$ cat config.mk
export PLATFORM = sky130hd
export DESIGN_NAME = asram_ctrl
export DESIGN_NICKNAME = d
export VERILOG_FILES = /design/src/rtl/asram_pkg.sv /design/src/rtl/asram_wait_cnt.sv /design/src/rtl/asram_rd_fmt.sv /design/src/rtl/asram_seq.sv /design/src/rtl/asram_ctrl.sv
export SDC_FILE = /design/constraint.sdc
export NUM_CORES = 1
export LEC_CHECK = 0
export BUFFER_PORTS_ARGS = -buffer_cell sky130_fd_sc_hd__clkbuf_2
export CORE_AREA = 2 2 101 113
export CTS_CLUSTER_SIZE = 20
export DETAILED_ROUTE_END_ITERATION = 8
export DIE_AREA = 0 0 103 115
export GPL_ROUTABILITY_DRIVEN = 0
export GPL_TIMING_DRIVEN = 0
export PLACE_DENSITY = 0.67
export SLEW_MARGIN = 20
export SYNTH_ARGS = -nofsm -noshare
export SYNTH_HDL_FRONTEND = slang
export SYNTH_HIERARCHICAL = 1
export SYNTH_SLANG_ARGS = --single-unit
$ cat constraint.sdc
create_clock -name clk_i -period 1.9 [get_ports clk_i]
set_input_delay 0.19 -clock clk_i [delete_from_list [all_inputs] [get_ports clk_i]]
set_output_delay 0.19 -clock clk_i [all_outputs]
set_load 0.05 [all_outputs]
$ cat src/rtl/asram_pkg.sv
`timescale 1ns/1ps
package asram_pkg;
  localparam int unsigned DW = 16;
  localparam int unsigned NB = DW / 8;

  typedef enum logic [2:0] {
    ST_PWR, ST_IDLE, ST_TA, ST_RD, ST_WR, ST_REC, ST_NOP
  } st_e;

  function automatic int unsigned ps2cyc(input int unsigned ps, input int unsigned clk_ps);
    int unsigned c;
    c = (ps + clk_ps - 1) / clk_ps;
    return (c == 0) ? 1 : c;
  endfunction

  function automatic int unsigned max2(input int unsigned a, input int unsigned b);
    return (a > b) ? a : b;
  endfunction
endpackage

$ cat src/rtl/asram_wait_cnt.sv
`timescale 1ns/1ps
module asram_wait_cnt #(
  parameter int unsigned W       = 8,
  parameter int unsigned RST_VAL = 0
) (
  input  logic         clk_i,
  input  logic         rst_ni,
  input  logic         load_i,
  input  logic [W-1:0] val_i,
  output logic         done_o
);
  logic [W-1:0] cnt_q;

  always_ff @(posedge clk_i or negedge rst_ni) begin
    if (!rst_ni)              cnt_q <= W'(RST_VAL);
    else if (load_i)          cnt_q <= val_i;
    else if (cnt_q != '0)     cnt_q <= cnt_q - 1'b1;
  end

  assign done_o = (cnt_q == '0);
endmodule

$ cat src/rtl/asram_rd_fmt.sv
`timescale 1ns/1ps
module asram_rd_fmt
  import asram_pkg::*;
(
  input  logic          clk_i,
  input  logic          rst_ni,
  input  logic          cap_i,
  input  logic [NB-1:0] be_i,
  input  logic [DW-1:0] din_i,
  output logic          valid_o,
  output logic [DW-1:0] rdata_o
);
  logic [DW-1:0] mask;

  for (genvar l = 0; l < NB; l++) begin : g_lane
    assign mask[l*8 +: 8] = {8{be_i[l]}};
  end

  always_ff @(posedge clk_i or negedge rst_ni) begin
    if (!rst_ni) begin
      valid_o <= 1'b0;
      rdata_o <= '0;
    end else begin
      valid_o <= cap_i;
      if (cap_i) rdata_o <= din_i & mask;
    end
  end

  p_rsp_single_r4: assert property (@(posedge clk_i) disable iff (!rst_ni)
    valid_o |=> !valid_o);
endmodule

$ cat src/rtl/asram_seq.sv
`timescale 1ns/1ps
module asram_seq
  import asram_pkg::*;
#(
  parameter int unsigned AW      = 17,
  parameter int unsigned RD_CYC  = 12,
  parameter int unsigned WR_CYC  = 9,
  parameter int unsigned REC_CYC = 3,
  parameter int unsigned TA_CYC  = 5,
  parameter int unsigned CW      = 4
) (
  input  logic          clk_i,
  input  logic          rst_ni,
  input  logic          pwr_done_i,
  input  logic          ta_done_i,
  output logic          ta_load_o,
  input  logic          req_valid_i,
  output logic          req_ready_o,
  input  logic          req_we_i,
  input  logic [AW-1:0] req_addr_i,
  input  logic [DW-1:0] req_wdata_i,
  input  logic [NB-1:0] req_be_i,
  output logic          cap_o,
  output logic [NB-1:0] cap_be_o,
  output logic [AW-1:0] mem_addr_o,
  output logic          mem_cs_no,
  output logic          mem_cs2_o,
  output logic          mem_we_no,
  output logic          mem_oe_no,
  output logic [NB-1:0] mem_bs_no,
  output logic [DW-1:0] mem_dq_o,
  output logic          mem_dq_oe_o
);
  st_e           st_q;
  logic [CW-1:0] cnt_q;
  logic [NB-1:0] be_q;
  logic          we_q;
  logic          last;

  assign last        = (cnt_q == '0);
  assign req_ready_o = (st_q == ST_IDLE);
  assign ta_load_o   = (st_q == ST_RD) && last;
  assign cap_o       = ((st_q == ST_RD) && last) || ((st_q == ST_NOP) && !we_q);
  assign cap_be_o    = be_q;

  always_ff @(posedge clk_i or negedge rst_ni) begin
    if (!rst_ni) begin
      st_q        <= ST_PWR;
      cnt_q       <= '0;
      be_q        <= '0;
      we_q        <= 1'b0;
      mem_addr_o  <= '0;
      mem_cs_no   <= 1'b1;
      mem_cs2_o   <= 1'b0;
      mem_we_no   <= 1'b1;
      mem_oe_no   <= 1'b1;
      mem_bs_no   <= '1;
      mem_dq_o    <= '0;
      mem_dq_oe_o <= 1'b0;
    end else begin
      unique case (st_q)
        ST_PWR: if (pwr_done_i) st_q <= ST_IDLE;
        ST_IDLE: if (req_valid_i) begin
          mem_addr_o <= req_addr_i;
          mem_dq_o   <= req_wdata_i;
          be_q       <= req_be_i;
          we_q       <= req_we_i;
          if (req_be_i == '0) begin
            st_q <= ST_NOP;
          end else if (!req_we_i) begin
            st_q      <= ST_RD;
            cnt_q     <= CW'(RD_CYC - 1);
            mem_cs_no <= 1'b0;
            mem_cs2_o <= 1'b1;
            mem_oe_no <= 1'b0;
            mem_bs_no <= ~req_be_i;
          end else if (ta_done_i) begin
            st_q        <= ST_WR;
            cnt_q       <= CW'(WR_CYC - 1);
            mem_cs_no   <= 1'b0;
            mem_cs2_o   <= 1'b1;
            mem_we_no   <= 1'b0;
            mem_dq_oe_o <= 1'b1;
            mem_bs_no   <= ~req_be_i;
          end else begin
            st_q <= ST_TA;
          end
        end
        ST_TA: if (ta_done_i) begin
          st_q        <= ST_WR;
          cnt_q       <= CW'(WR_CYC - 1);
          mem_cs_no   <= 1'b0;
          mem_cs2_o   <= 1'b1;
          mem_we_no   <= 1'b0;
          mem_dq_oe_o <= 1'b1;
          mem_bs_no   <= ~be_q;
        end
        ST_RD: if (last) begin
          st_q      <= ST_IDLE;
          mem_cs_no <= 1'b1;
          mem_cs2_o <= 1'b0;
          mem_oe_no <= 1'b1;
          mem_bs_no <= '1;
        end else cnt_q <= cnt_q - 1'b1;
        ST_WR: if (last) begin
          // all write terms released on one edge; data held through recovery
          st_q      <= ST_REC;
          cnt_q     <= CW'(REC_CYC - 1);
          mem_we_no <= 1'b1;
          mem_cs_no <= 1'b1;
          mem_cs2_o <= 1'b0;
          mem_bs_no <= '1;
        end else cnt_q <= cnt_q - 1'b1;
        ST_REC: if (last) begin
          st_q        <= ST_IDLE;
          mem_dq_oe_o <= 1'b0;
        end else cnt_q <= cnt_q - 1'b1;
        ST_NOP: st_q <= ST_IDLE;
        default: st_q <= ST_IDLE;
      endcase
    end
  end

  // checker state
  logic [CW-1:0] we_lo_cnt;
  logic [CW-1:0] oe_hi_cnt;
  always_ff @(posedge clk_i or negedge rst_ni) begin
    if (!rst_ni) begin
      we_lo_cnt <= '0;
      oe_hi_cnt <= CW'(TA_CYC);
    end else begin
      we_lo_cnt <= mem_we_no ? '0 : we_lo_cnt + 1'b1;
      if (!mem_oe_no)                  oe_hi_cnt <= '0;
      else if (oe_hi_cnt < CW'(TA_CYC)) oe_hi_cnt <= oe_hi_cnt + 1'b1;
    end
  end

  p_oe_we_excl_r5: assert property (@(posedge clk_i) disable iff (!rst_ni)
    !mem_we_no |-> mem_oe_no);
  p_no_drive_oe_r7: assert property (@(posedge clk_i) disable iff (!rst_ni)
    mem_dq_oe_o |-> mem_oe_no);
  p_ta_wait_r7: assert property (@(posedge clk_i) disable iff (!rst_ni)
    $rose(mem_dq_oe_o) |-> oe_hi_cnt >= CW'(TA_CYC));
  p_we_len_r9: assert property (@(posedge clk_i) disable iff (!rst_ni)
    $rose(mem_we_no) |-> we_lo_cnt == CW'(WR_CYC));
  p_idle_stby_r2: assert property (@(posedge clk_i) disable iff (!rst_ni)
    req_ready_o |-> mem_cs_no && !mem_cs2_o && !mem_dq_oe_o && (mem_bs_no == '1));
  p_pwrup_r1: assert property (@(posedge clk_i) disable iff (!rst_ni)
    !pwr_done_i |-> mem_cs_no && !req_ready_o);
endmodule

$ cat src/rtl/asram_ctrl.sv
`timescale 1ns/1ps
module asram_ctrl
  import asram_pkg::*;
#(
  parameter int unsigned AW          = 17,
  parameter int unsigned CLK_PS      = 4000,
  parameter int unsigned T_PWRUP_PS  = 200_000_000,
  parameter int unsigned T_WC_PS     = 45000,
  parameter int unsigned T_PWE_PS    = 35000,
  parameter int unsigned T_AW_PS     = 35000,
  parameter int unsigned T_SD_PS     = 25000,
  parameter int unsigned T_RC_PS     = 45000,
  parameter int unsigned T_AA_PS     = 45000,
  parameter int unsigned T_HZ_PS     = 18000
) (
  input  logic          clk_i,
  input  logic          rst_ni,
  input  logic          req_valid_i,
  output logic          req_ready_o,
  input  logic          req_we_i,
  input  logic [AW-1:0] req_addr_i,
  input  logic [15:0]   req_wdata_i,
  input  logic [1:0]    req_be_i,
  output logic          rsp_valid_o,
  output logic [15:0]   rsp_rdata_o,
  output logic [AW-1:0] mem_addr_o,
  output logic          mem_cs_no,
  output logic          mem_cs2_o,
  output logic          mem_we_no,
  output logic          mem_oe_no,
  output logic          mem_ub_no,
  output logic          mem_lb_no,
  output logic [15:0]   mem_dq_o,
  output logic          mem_dq_oe_o,
  input  logic [15:0]   mem_dq_i
);
  localparam int unsigned RD_CYC  = max2(ps2cyc(T_RC_PS, CLK_PS), ps2cyc(T_AA_PS, CLK_PS));
  // write pulse covers pulse width, address window and data setup
  localparam int unsigned WR_CYC  = max2(max2(ps2cyc(T_PWE_PS, CLK_PS), ps2cyc(T_AW_PS, CLK_PS)),
                                         ps2cyc(T_SD_PS, CLK_PS));
  localparam int unsigned WC_CYC  = ps2cyc(T_WC_PS, CLK_PS);
  localparam int unsigned REC_CYC = (WC_CYC > WR_CYC + 1) ? WC_CYC - WR_CYC : 1;
  localparam int unsigned TA_CYC  = ps2cyc(T_HZ_PS, CLK_PS);
  localparam int unsigned PWR_CYC = ps2cyc(T_PWRUP_PS, CLK_PS);
  localparam int unsigned MAXC    = max2(max2(RD_CYC, WR_CYC), max2(REC_CYC, TA_CYC));
  localparam int unsigned CW      = $clog2(MAXC + 1);
  localparam int unsigned PW      = $clog2(PWR_CYC + 1);
  localparam int unsigned TW      = $clog2(TA_CYC + 1);

  logic          pwr_done, ta_done, ta_load, cap;
  logic [NB-1:0] cap_be, bs_n;

  asram_wait_cnt #(.W(PW), .RST_VAL(PWR_CYC - 1)) u_pwr (
    .clk_i, .rst_ni, .load_i(1'b0), .val_i('0), .done_o(pwr_done)
  );

  asram_wait_cnt #(.W(TW), .RST_VAL(0)) u_ta (
    .clk_i, .rst_ni, .load_i(ta_load), .val_i(TW'(TA_CYC - 1)), .done_o(ta_done)
  );

  asram_seq #(
    .AW(AW), .RD_CYC(RD_CYC), .WR_CYC(WR_CYC), .REC_CYC(REC_CYC),
    .TA_CYC(TA_CYC), .CW(CW)
  ) u_seq (
    .clk_i, .rst_ni,
    .pwr_done_i(pwr_done), .ta_done_i(ta_done), .ta_load_o(ta_load),
    .req_valid_i, .req_ready_o, .req_we_i, .req_addr_i, .req_wdata_i, .req_be_i,
    .cap_o(cap), .cap_be_o(cap_be),
    .mem_addr_o, .mem_cs_no, .mem_cs2_o, .mem_we_no, .mem_oe_no,
    .mem_bs_no(bs_n), .mem_dq_o, .mem_dq_oe_o
  );

  assign mem_lb_no = bs_n[0];
  assign mem_ub_no = bs_n[1];

  asram_rd_fmt u_fmt (
    .clk_i, .rst_ni, .cap_i(cap), .be_i(cap_be), .din_i(mem_dq_i),
    .valid_o(rsp_valid_o), .rdata_o(rsp_rdata_o)
  );
endmodule

# Yosys cells after proc, flatten, opt, wreduce, memory -nomap -nowiden
# Index checks and enable logic that the tools add are counted.
[totals]
register_bits = 86
output_inout_bits = 58
word_cells = 119
[op_classes]
addsub = 3
eq_ne = 19
muxes = 51
n_bitwise = 3
n_reduce_logical = 27
[op_table]
columns = ["cell", "count"]
rows = [
  ["two-way mux 3 bit", 10],
  ["two-way mux 4 bit", 6],
  ["two-way mux 1 bit", 21],
  ["AND reduction 5 bit", 4],
  ["AND 16 bit", 1],
  ["logical NOT 16 bit", 1],
  ["one-hot mux 4 bit (4 select lines)", 1],
  ["nonzero test 16 bit", 1],
  ["subtractor 16 x 1 -> 16 bit, second input constant", 1],
  ["one-hot mux 3 bit (5 select lines)", 1],
  ["two-way mux 2 bit", 6],
  ["inequality test 2 x 1 -> 1 bit, second input constant", 6],
  ["inequality test 2 bit, second input constant", 6],
  ["one-hot mux 1 bit (3 select lines)", 4],
  ["nonzero test 3 bit", 4],
  ["== test 3 bit, second input constant", 3],
  ["AND reduction 4 bit", 2],
  ["== test 3 x 2 -> 1 bit, second input constant", 2],
  ["logical NOT 3 bit", 2],
  ["one-hot mux 2 bit (3 select lines)", 1],
  ["AND reduction 6 bit", 1],
  ["logical NOT 4 bit", 1],
  ["inverter 2 bit", 2],
  ["nonzero test 2 bit", 2],
  ["other kinds (12)", 14],
]

# Depth between registers and ports, before layout
# Gate-level depths: netlist of run 1.
[logic_depth]
ltp_word = 6
depth_mapped = 9
depth_no_buf = 8

# Cells and area by module
# The synthesis of run 1 kept the hierarchy.
[modules_own_cells]
columns = ["mod", "instances", "cells_each", "area_per_inst_um2", "seq_area_each_um2"]
rows = [
  ["asram_seq", 1, 197, 2581.2, 1257.5],
  ["asram_wait_cnt at u_pwr", 1, 104, 970.9, 411.6],
  ["asram_rd_fmt", 1, 70, 673.1, 425.4],
  ["asram_wait_cnt at u_ta", 1, 21, 200.2, 75.1],
  ["asram_ctrl", 1, 2, 7.5, 0.0],
]

# Worst setup path after synthesis of run 1
# Ideal clock, no wire load.
[synth_path]
path_type = "flip-flop to flip-flop"
startpoint = "register u_seq.st_q[2]"
endpoint = "register u_seq.mem_addr_o[0]"
setup_ns = 0.125
arrival_time_ns = 1.851
required_time_ns = 1.775
setup_slack_ns = -0.076
path_stages_with_launch = 6
n_path_buf = 2
synth_period_minus_slack_ns = 1.976
cell_sequence = "dfrtp_1 > nor3b_4 > and2_4 > buf_12 > buf_12 > mux2_4"
[synth_between]
elab_chain_len = 2
[synth_rtl]
columns = ["element", "line_no", "rtl"]
rows = [
  ["from (decl)", "asram_seq.sv:34", "st_e st_q;"],
  ["from (signal assigned)", "asram_seq.sv:48", "st_q <= ST_PWR;"],
  ["from (signal assigned)", "asram_seq.sv:62", "ST_PWR: if (pwr_done_i) st_q <= ST_IDLE;"],
  ["from (signal assigned)", "asram_seq.sv:69", "st_q <= ST_NOP;"],
  ["== test 3 x 1 -> 1 bit", "n/a", ""],
  ["net req_ready_o", "asram_ctrl.sv:19", "output logic req_ready_o,"],
  ["AND reduction 2 bit (no source line)", "n/a", ""],
  ["to (signal assigned)", "asram_seq.sv:64", "mem_addr_o <= req_addr_i;"],
  ["to (decl)", "asram_seq.sv:25", "output logic [AW-1:0] mem_addr_o,"],
]
# The timed path passes the listed nets, and every way through them passes these cells.
# A chain may end at the register's enable or synchronous reset.

# Worst setup path in the final report of run 1
[layout_path]
startpoint = "register u_pwr.cnt_q[0]"
endpoint = "register u_pwr.cnt_q[1]"
[layout_between]
elab_chain_len = 1
elab_cells_between_ends = 2
cone_classes = "1 x add/sub; 1 x reduce/logical"
[layout_rtl]
columns = ["element", "line_no", "rtl"]
rows = [
  ["from (decl)", "asram_wait_cnt.sv:12", "logic [W-1:0] cnt_q;"],
  ["from (signal assigned)", "asram_wait_cnt.sv:15", "if (!rst_ni) cnt_q <= W'(RST_VAL);"],
  ["from (signal assigned)", "asram_wait_cnt.sv:16", "else if (load_i) cnt_q <= val_i;"],
  ["from (signal assigned)", "asram_wait_cnt.sv:17", "else if (cnt_q != '0) cnt_q <= cnt_q - 1'b1;"],
  ["subtractor 16 x 1 -> 16 bit / nonzero test 16 bit (equally long branches)", "asram_wait_cnt.sv:17", ""],
]
# Parallel ways exist; a longest one is shown, timed or not.

==> results.txt, run 1 <==
GRT Total Usage: 17.2%
post-synthesis cell area: 4430 µm²
combinational share of power: 54.0%
cts bufs inserted: 9
first-pass GRT wire length: 16000 µm
status: finished clean
worst r2r dst: u_pwr/cnt_q[1]
Int Power: 5720 µW
FFs w/ async S/R, synth: 100%
multi-input logic area: 2110 µm²
Num Clock Sinks: 86
WP data required: 2.16 ns
complex-gate fraction of the synthesized area: 13.2%
cell count after synthesis: 394
CP max FO: 5
Clock Tree Root: clkbuf_16
clk_skew: 0.00664 ns
filler cell count: 986
Register-to-Register Path Depth: 7
Initial Utilization: 41.4%
# diodes: 0
final wirelength: 10400 µm
Yosys warning count: 6
1st-pass router iterations: 4
share of cells above drive strength 1: 42.5%
number of synthesized register bits: 86
CTS Buffer Depth: 2
number of synthesized flops with an enable pin: 0
total gr overflow: 0
Non-Filler Instances: 697
Post-Place Cells: 670
RSZ-0062 raised after global routing: yes
# IOs: 113
Post-Synth Simple-Gate Area: 14.8%
Switching Share: 47.4%
largest net degree at the start of global routing: 87
Distinct cells, synth: 63
arrival time at the worst endpoint: 2.15 ns
post-route ant nets: 0
Avg WL per Cell: 15.0 µm
Placement Cell Area: 5250 µm²
DR iter-0 viols: 183
antenna violations before repair: 0
final setup vio count: 0
CP endpoint: u_pwr/cnt_q[1]
clk slew on worst S/H paths: 0.07 ns
Adder-Cell Fraction of Synth Area: 1.41%
fin nets: 605
power per cell area: 1890 nW/µm²
Slew Viols, Final: 0
CP endpoint kind: flip-flop
Residual DRC: 0
Hold Crit Class: primary input to flip-flop
minimum hold slack: 0.0808 ns
crit path launch: u_pwr/cnt_q[0]
Via-to-Cell Ratio: 4.99
switching power: 5150 µW
most common flop cell mapped by yosys: dfrtp_1
R2R Setup Slk: 0.01 ns
CORE AREA: 10700 µm²
critical path type: flip-flop to flip-flop
Leakage Power: 0.00267 µW
die height: 115 µm
# rows: 40
PortBufs: 111
Reg-to-Reg Start: u_pwr/cnt_q[0]
register area: 2170 µm²
die area: 11800 µm²
max cap viols: 0
Max VDD drop: 1.16 mV
mux contribution to synthesized area: 13.2%
sequential element share of the synthesized area: 48.9%
clock network fraction of total power: 16.5%
CTS tree: yes
vias in the first global route: 3215
Area growth syn-to-layout: 29.5%
Layout Cell Area excl Fill: 5740 µm²
Flop pwr share: 29.5%
Max Clock Freq: 529 MHz
Max-slew headroom: 54.3%
combinational family with the most area after synthesis: simple AND/OR/NAND/NOR gates
CTS H-Tree Depth: 3
final cycle utilization of the critical path: 99.5%
Slew @ Worst Pin: 0.685 ns
mean area per synthesized cell: 11.3 µm²
DPL Wire Length: 7160 µm
Synth Area in XOR/XNOR: 1.58%
Hold Fails Final Rpt: 0
critical path launch point type: flip-flop
vias post-DR: 3478
Tmin final: 1.89 ns
die width: 103 µm
later-pin clock latency in the skew report: 0.34 ns
## per-layer routing
metal  wire length, µm  vias to the layer above  part of all wire (%)  GRT usage, %
li1                  -                     1677                     -             -
met1              4430                     1679                    42          21.9
met2              5350                      111                    51          28.9
met3               524                       11                   5.0          4.80
met4               119                        0                   1.1          4.30
met5                 0                        -                     0             0
## state kept, by name, indices dropped and copies added (netlist names), 2 cells and up
signal            count
u_pwr/cnt_q          16
u_seq/mem_addr_o     17
u_seq/cnt_q           4
u_seq/mem_dq_o       16
u_ta/cnt_q            3
u_seq/cap_be_o        2
u_seq/st_q            3
u_seq/mem_bs_no       2
u_fmt/rdata_o        16
## timing repair
action | CTS | global route
hold buffers | 1 | 0
buffers inserted | 5 | 6
gates cloned | 0 | 1
setup endpoints to repair | 29 | 32
resized for setup | 8 | 21
hold endpoints to repair | 72 | 0
pin swaps | 3 | 5
## area by class of cell
type                    count  share of cell area, %
clock buffers               9                   3.92
well taps                 147                   3.20
plain buffers              20                   3.29
clock inverters             7                   1.40
repair buffers            124                   11.7
multi-input cells         274                   36.7
inverters                  30                   1.96
flip-flops and latches     86                   37.8
## per-stage QoR
stage | utilization, % | power, µW | worst slack [ns] | TNS (ns)
final | 53.6 | 10900 | 0.0100 | 0
after global routing | 53.6 | 11500 | -0.0556 | -0.188
after CTS | 52.5 | 10800 | -0.0207 | -0.0422
after detailed placement | 49.0 | 8940 | -0.226 | -3.52
after global placement | 48.9 | 8840 | -0.490 | -25.52
after floorplan | - | 7670 | -0.0741 | -2.03
## synthesized netlist by cell type (all sizes together) (2+ instances only)
library cell	instances	area [µm²]
a32oi	2	17.5
inv	29	109
o21bai	2	15.0
nor3b	7	85.1
mux2	40	556
a211oi	6	45.0
a31oi	3	18.8
ha	5	62.6
xnor2	8	70.1
nor2b	6	37.5
o2bb2ai	2	17.5
nand2b	9	56.3
nand3b	4	30.0
a2bb2oi	2	17.5
a21oi	14	70.1
o21ai	35	179
mux2i	3	30.0
o31a	2	17.5
nand4	2	12.5
o211ai	2	15.0
conb	2	7.51
nor2	16	76.3
nand3	19	95.1
o311ai	2	17.5
a21o	2	15.0
o31ai	2	15.0
o22ai	2	12.5
buf	14	156
or3b	2	17.5
nor4b	3	26.3
nor3	9	55.1
o21a	4	30.0
clkbuf	8	30.0
dfstp	14	368
dfrtp	72	1800
a22oi	5	37.5
nor4	2	18.8
nand2	21	78.8
## power groups by stage
stage | Clock, µW | Sequential, µW | Combinational [µW]
final | 1790 | 3210 | 5870
after global routing | 1940 | 3300 | 6250
after CTS | 1840 | 3200 | 5790
after detailed placement | 0 | 3210 | 5730
after global placement | 0 | 3170 | 5670
after floorplan | 0 | 5230 | 2430
## worst min-delay path by stage
stage              startpoint  cells after the start                   to  slack [ns]
2_1_floorplan          rst_ni                      0     u_fmt/rdata_o[0]       -0.11
3_3_place_gp    req_addr_i[0]                      2  u_seq/mem_addr_o[0]        0.42
3_5_place_dp           rst_ni                      1       u_seq/cnt_q[3]        0.29
4_1_cts         req_addr_i[0]                      2  u_seq/mem_addr_o[0]        0.07
5_1_grt         req_addr_i[0]                      2  u_seq/mem_addr_o[0]        0.06
6_report       req_wdata_i[8]                      2    u_seq/mem_dq_o[8]        0.08
## critical path, cell delays in order (launching register included)
cell and delay, ns:
dfstp_2 0.39, inv_2 0.08, ha_4 0.13, or3b_4 0.41, nand4b_4 0.27, nor2_8 0.18
mux2i_1 0.09, mux2_2 0.26
## cells in the final DEF (no fill, tap or decap), drive strengths merged, types with 3 or more instances in the layout
master,n
clkinv,3
nor3b,7
a211oi,6
xnor2,8
nand3,19
mux2,40
mux2i,3
nor2,16
inv,32
nor3,9
clkbuf,127
nor4b,3
o21ai,35
buf,25
a21oi,14
nand2b,9
conb,20
nand3b,4
nand2,21
o21a,4
dfrtp,72
nor2b,6
a31oi,3
dfstp,14
ha,5
a22oi,5
## cells by family (layout without fill, tap and decap cells)
logic type | Yosys count | after routing
other | 2 | 20
DFF | 86 | 86
xor gates and xnor gates | 8 | 8
adders and majority gates | 5 | 5
muxes | 43 | 43
buffers and inverters | 52 | 190
AOI/OAI and AO/OA | 92 | 92
and+or+nand+nor | 106 | 106
Power figures use the tool's default switching activity.
==> inputs of run 2 (changes only) <==
- PLACE_DENSITY: 0.67 -> default
- clock period: 1.9 -> 1.8 ns (I/O delays scaled with it)
==> run 2 against run 1 <==
  * Flip-flop and latch count unchanged
  * Routed wire length up 2.5%
  * Clock power up 4%
  * Largest cell class unchanged
  * The flow now finishes with violations (negative setup slack)
  * Combinational power up 8.0%
  * Utilization up 1.2 points
  * Final cell count up 1.9%
  * Non-clock buffer count up 14
  * Register-to-register slack worse by 0.06 ns
  * Sequential share of layout area down 0.86 points
  * Critical path type unchanged
  * Critical path depth unchanged
  * Clock skew up 0.0016 ns
==> results.txt, run 2 (same netlist as run 1, synthesis figures left out) <==
status: finished with violations
violated checks: negative setup slack
clk_skew: 0.00827 ns (+0.00163 ns)
Register-to-Register Path Depth: 7 (unchanged)
CP cell instances: inv_2 > ha_4 > or3b_4 > nand4b_4 > nor2_8 > mux2i_1 > mux2_4
CP endpoint kind: flip-flop
# IOs: 113 (unchanged)
Max VDD drop: 0.951 mV (-18%)
DR iter-0 viols: 155 (-15%)
Slew Viols, Final: 0 (unchanged)
crit-path leading delay family: simple AND/OR/NAND/NOR gates
Initial Utilization: 41.4% (unchanged)
R2R Setup Slk: -0.05 ns (-0.06 ns)
total gr overflow: 0 (unchanged)
die width: 103 µm (unchanged)
Slew @ Worst Pin: 0.708 ns (+0.0235 ns)
Reg-to-Reg Start: u_pwr/cnt_q[1]
buffer and inverter count on the worst path: 1 (unchanged)
share of cells above drive strength 1: 44.6% (+2.0 points)
GRT Total Usage: 18.2% (+1.0 points)
final cycle utilization of the critical path: 103% (+3.3 points)
WP data required: 2.07 ns (-0.09 ns)
setup ws final: -0.0492 ns (-0.0592 ns)
# rows: 40 (unchanged)
CP max FO: 5 (unchanged)
final wirelength: 10700 µm (+2.5%)
DPL Wire Length: 7460 µm (+4.2%)
CTS H-Tree Depth: 3 (unchanged)
worst hold stages: 2 (unchanged)
largest net degree at the start of global routing: 87 (unchanged)
Tmin final: 1.85 ns (-0.0408 ns)
post-route ant nets: 0 (unchanged)
max reg flops: 17 (unchanged)
Worst path max stage delay: 0.40 ns (about the same)
Hold Fails Final Rpt: 0 (unchanged)
Num Clock Sinks: 86 (unchanged)
RSZ-0062 raised after global routing: yes
HP Start: req_wdata_i[2]
CTS Buffer Depth: 2 (unchanged)
max cap viols: 0 (unchanged)
critical path launch point type: flip-flop
first-pass GRT wire length: 16900 µm (+5.7%)
Via-to-Cell Ratio: 4.98 (-0.28%)
Area growth syn-to-layout: 32.5%
commonest non-fill, non-tap cell in the layout: clkbuf_2
Clock Tree Root: clkbuf_16
critical path type: flip-flop to flip-flop
Hold Crit Class: primary input to flip-flop
1st-pass router iterations: 6 (+2)
clock network fraction of total power: 16.1% (-0.4 points)
combinational share of power: 54.8% (+0.8 points)
# diodes: 0 (unchanged)
crit path max-delay cell type: or3b_4
Int Power: 6140 µW (+7.3%)
final setup vio count: 4 (+4)
die area: 11800 µm² (unchanged)
Max Clock Freq: 541 MHz (+2.2%)
Leakage Power: 0.00273 µW (+2.4%)
clk slew on worst S/H paths: 0.06 ns (about the same)
power per cell area: 1970 nW/µm² (+3.8%)
filler cell count: 999 (+1.3%)
Hold EP: u_seq/mem_dq_o[2]
arrival time at the worst endpoint: 2.12 ns (-0.03 ns)
Reg with most FFs: u_seq/mem_addr_o
antenna violations before repair: 0 (unchanged)
switching power: 5420 µW (+5.2%)
CTS tree: yes
Max-slew headroom: 52.8% (-1.6 points)
Residual DRC: 0 (unchanged)
die height: 115 µm (unchanged)
Switching Share: 46.9% (-0.49 points)
PortBufs: 111 (unchanged)
worst r2r dst: u_pwr/cnt_q[1]
Flop pwr share: 29.1% (-0.4 points)
CORE AREA: 10700 µm² (unchanged)
Non-Filler Instances: 710 (+1.9%)
Avg WL per Cell: 15.1 µm (+0.64%)
fin nets: 619 (+2.3%)
vias in the first global route: 3471 (+8.0%)
Post-Place Cells: 670 (unchanged)
minimum hold slack: 0.0695 ns (-0.0113 ns)
cts bufs inserted: 9 (unchanged)
vias post-DR: 3533 (+1.6%)
most frequent cells in the layout: clkbuf_2 (111), dfrtp_1 (71), mux2_4 (29), o21ai_0 (27)
later-pin clock latency in the skew report: 0.34 ns (about the same)
[run 2: worst max path at each step]
stage | start | endpoint | cells after the start
after floorplan | u_seq/st_q[1] | u_seq/mem_addr_o[0] | 6
after global placement | rst_ni | u_seq/st_q[2] | 1
after detailed placement | u_seq/cnt_q[0] | u_fmt/rdata_o[6] | 8
after CTS | u_pwr/cnt_q[1] | u_pwr/cnt_q[5] | 8
after global routing | u_pwr/cnt_q[1] | u_pwr/cnt_q[1] | 7
final | u_pwr/cnt_q[1] | u_pwr/cnt_q[1] | 7
[run 2: layout make-up]
type	count	area (µm²)	area share (%)
Sequential cell	86	2170	37.0
Multi-Input combinational cell	274	2130	36.3
Timing Repair Buffer	138	781	13.3
Clock buffer	9	225	3.83
Buffer	20	196	3.34
Tap cell	147	184	3.13
Inverter	30	113	1.92
Clock inverter	6	70.1	1.19
[run 2: power groups by stage]
stage / Sequential (µW) / Combinational [µW] / Clock [µW]
global route: 3470 / 6740 / 2010
global placement: 3340 / 6030 / 0
finish: 3360 / 6340 / 1860
floorplan: 5520 / 2580 / 0
detailed placement: 3390 / 6080 / 0
CTS: 3360 / 6220 / 1920
[run 2: timing repair]
item / CTS / global route
resized for setup: 13 / 20
endpoints found under the setup margin: 38 / 43
hold buffers: 1 / 0
buffers inserted: 15 / 11
pin swaps: 7 / 6
hold endpoints to repair: 72 / 0
[run 2: metrics by stage]
| step | instance area (µm²) | utilization, % | setup TNS (ns) | total power, µW | setup slack [ns] |
|---|---|---|---|---|---|
| global placement | 5260 | 49.1 | -36.45 | 9370 | -0.612 |
| finish | 5870 | 54.8 | -0.136 | 11600 | -0.0492 |
| floorplan | 4520 | - | -5.23 | 8110 | -0.174 |
| CTS | 5740 | 53.6 | -0.979 | 11500 | -0.126 |
| detailed placement | 5270 | 49.2 | -5.95 | 9460 | -0.261 |
| global route | 5870 | 54.8 | -1.10 | 12200 | -0.158 |
[run 2: layer usage]
layer  share of wire (%)  global-route usage, %  up-vias
met2                  52                   30.3       80
met1                  43                   23.4     1735
met4                 1.6                   8.16        0
met3                 3.5                   2.86       13
met5                   0                      0        -
li1                    -                      -     1705
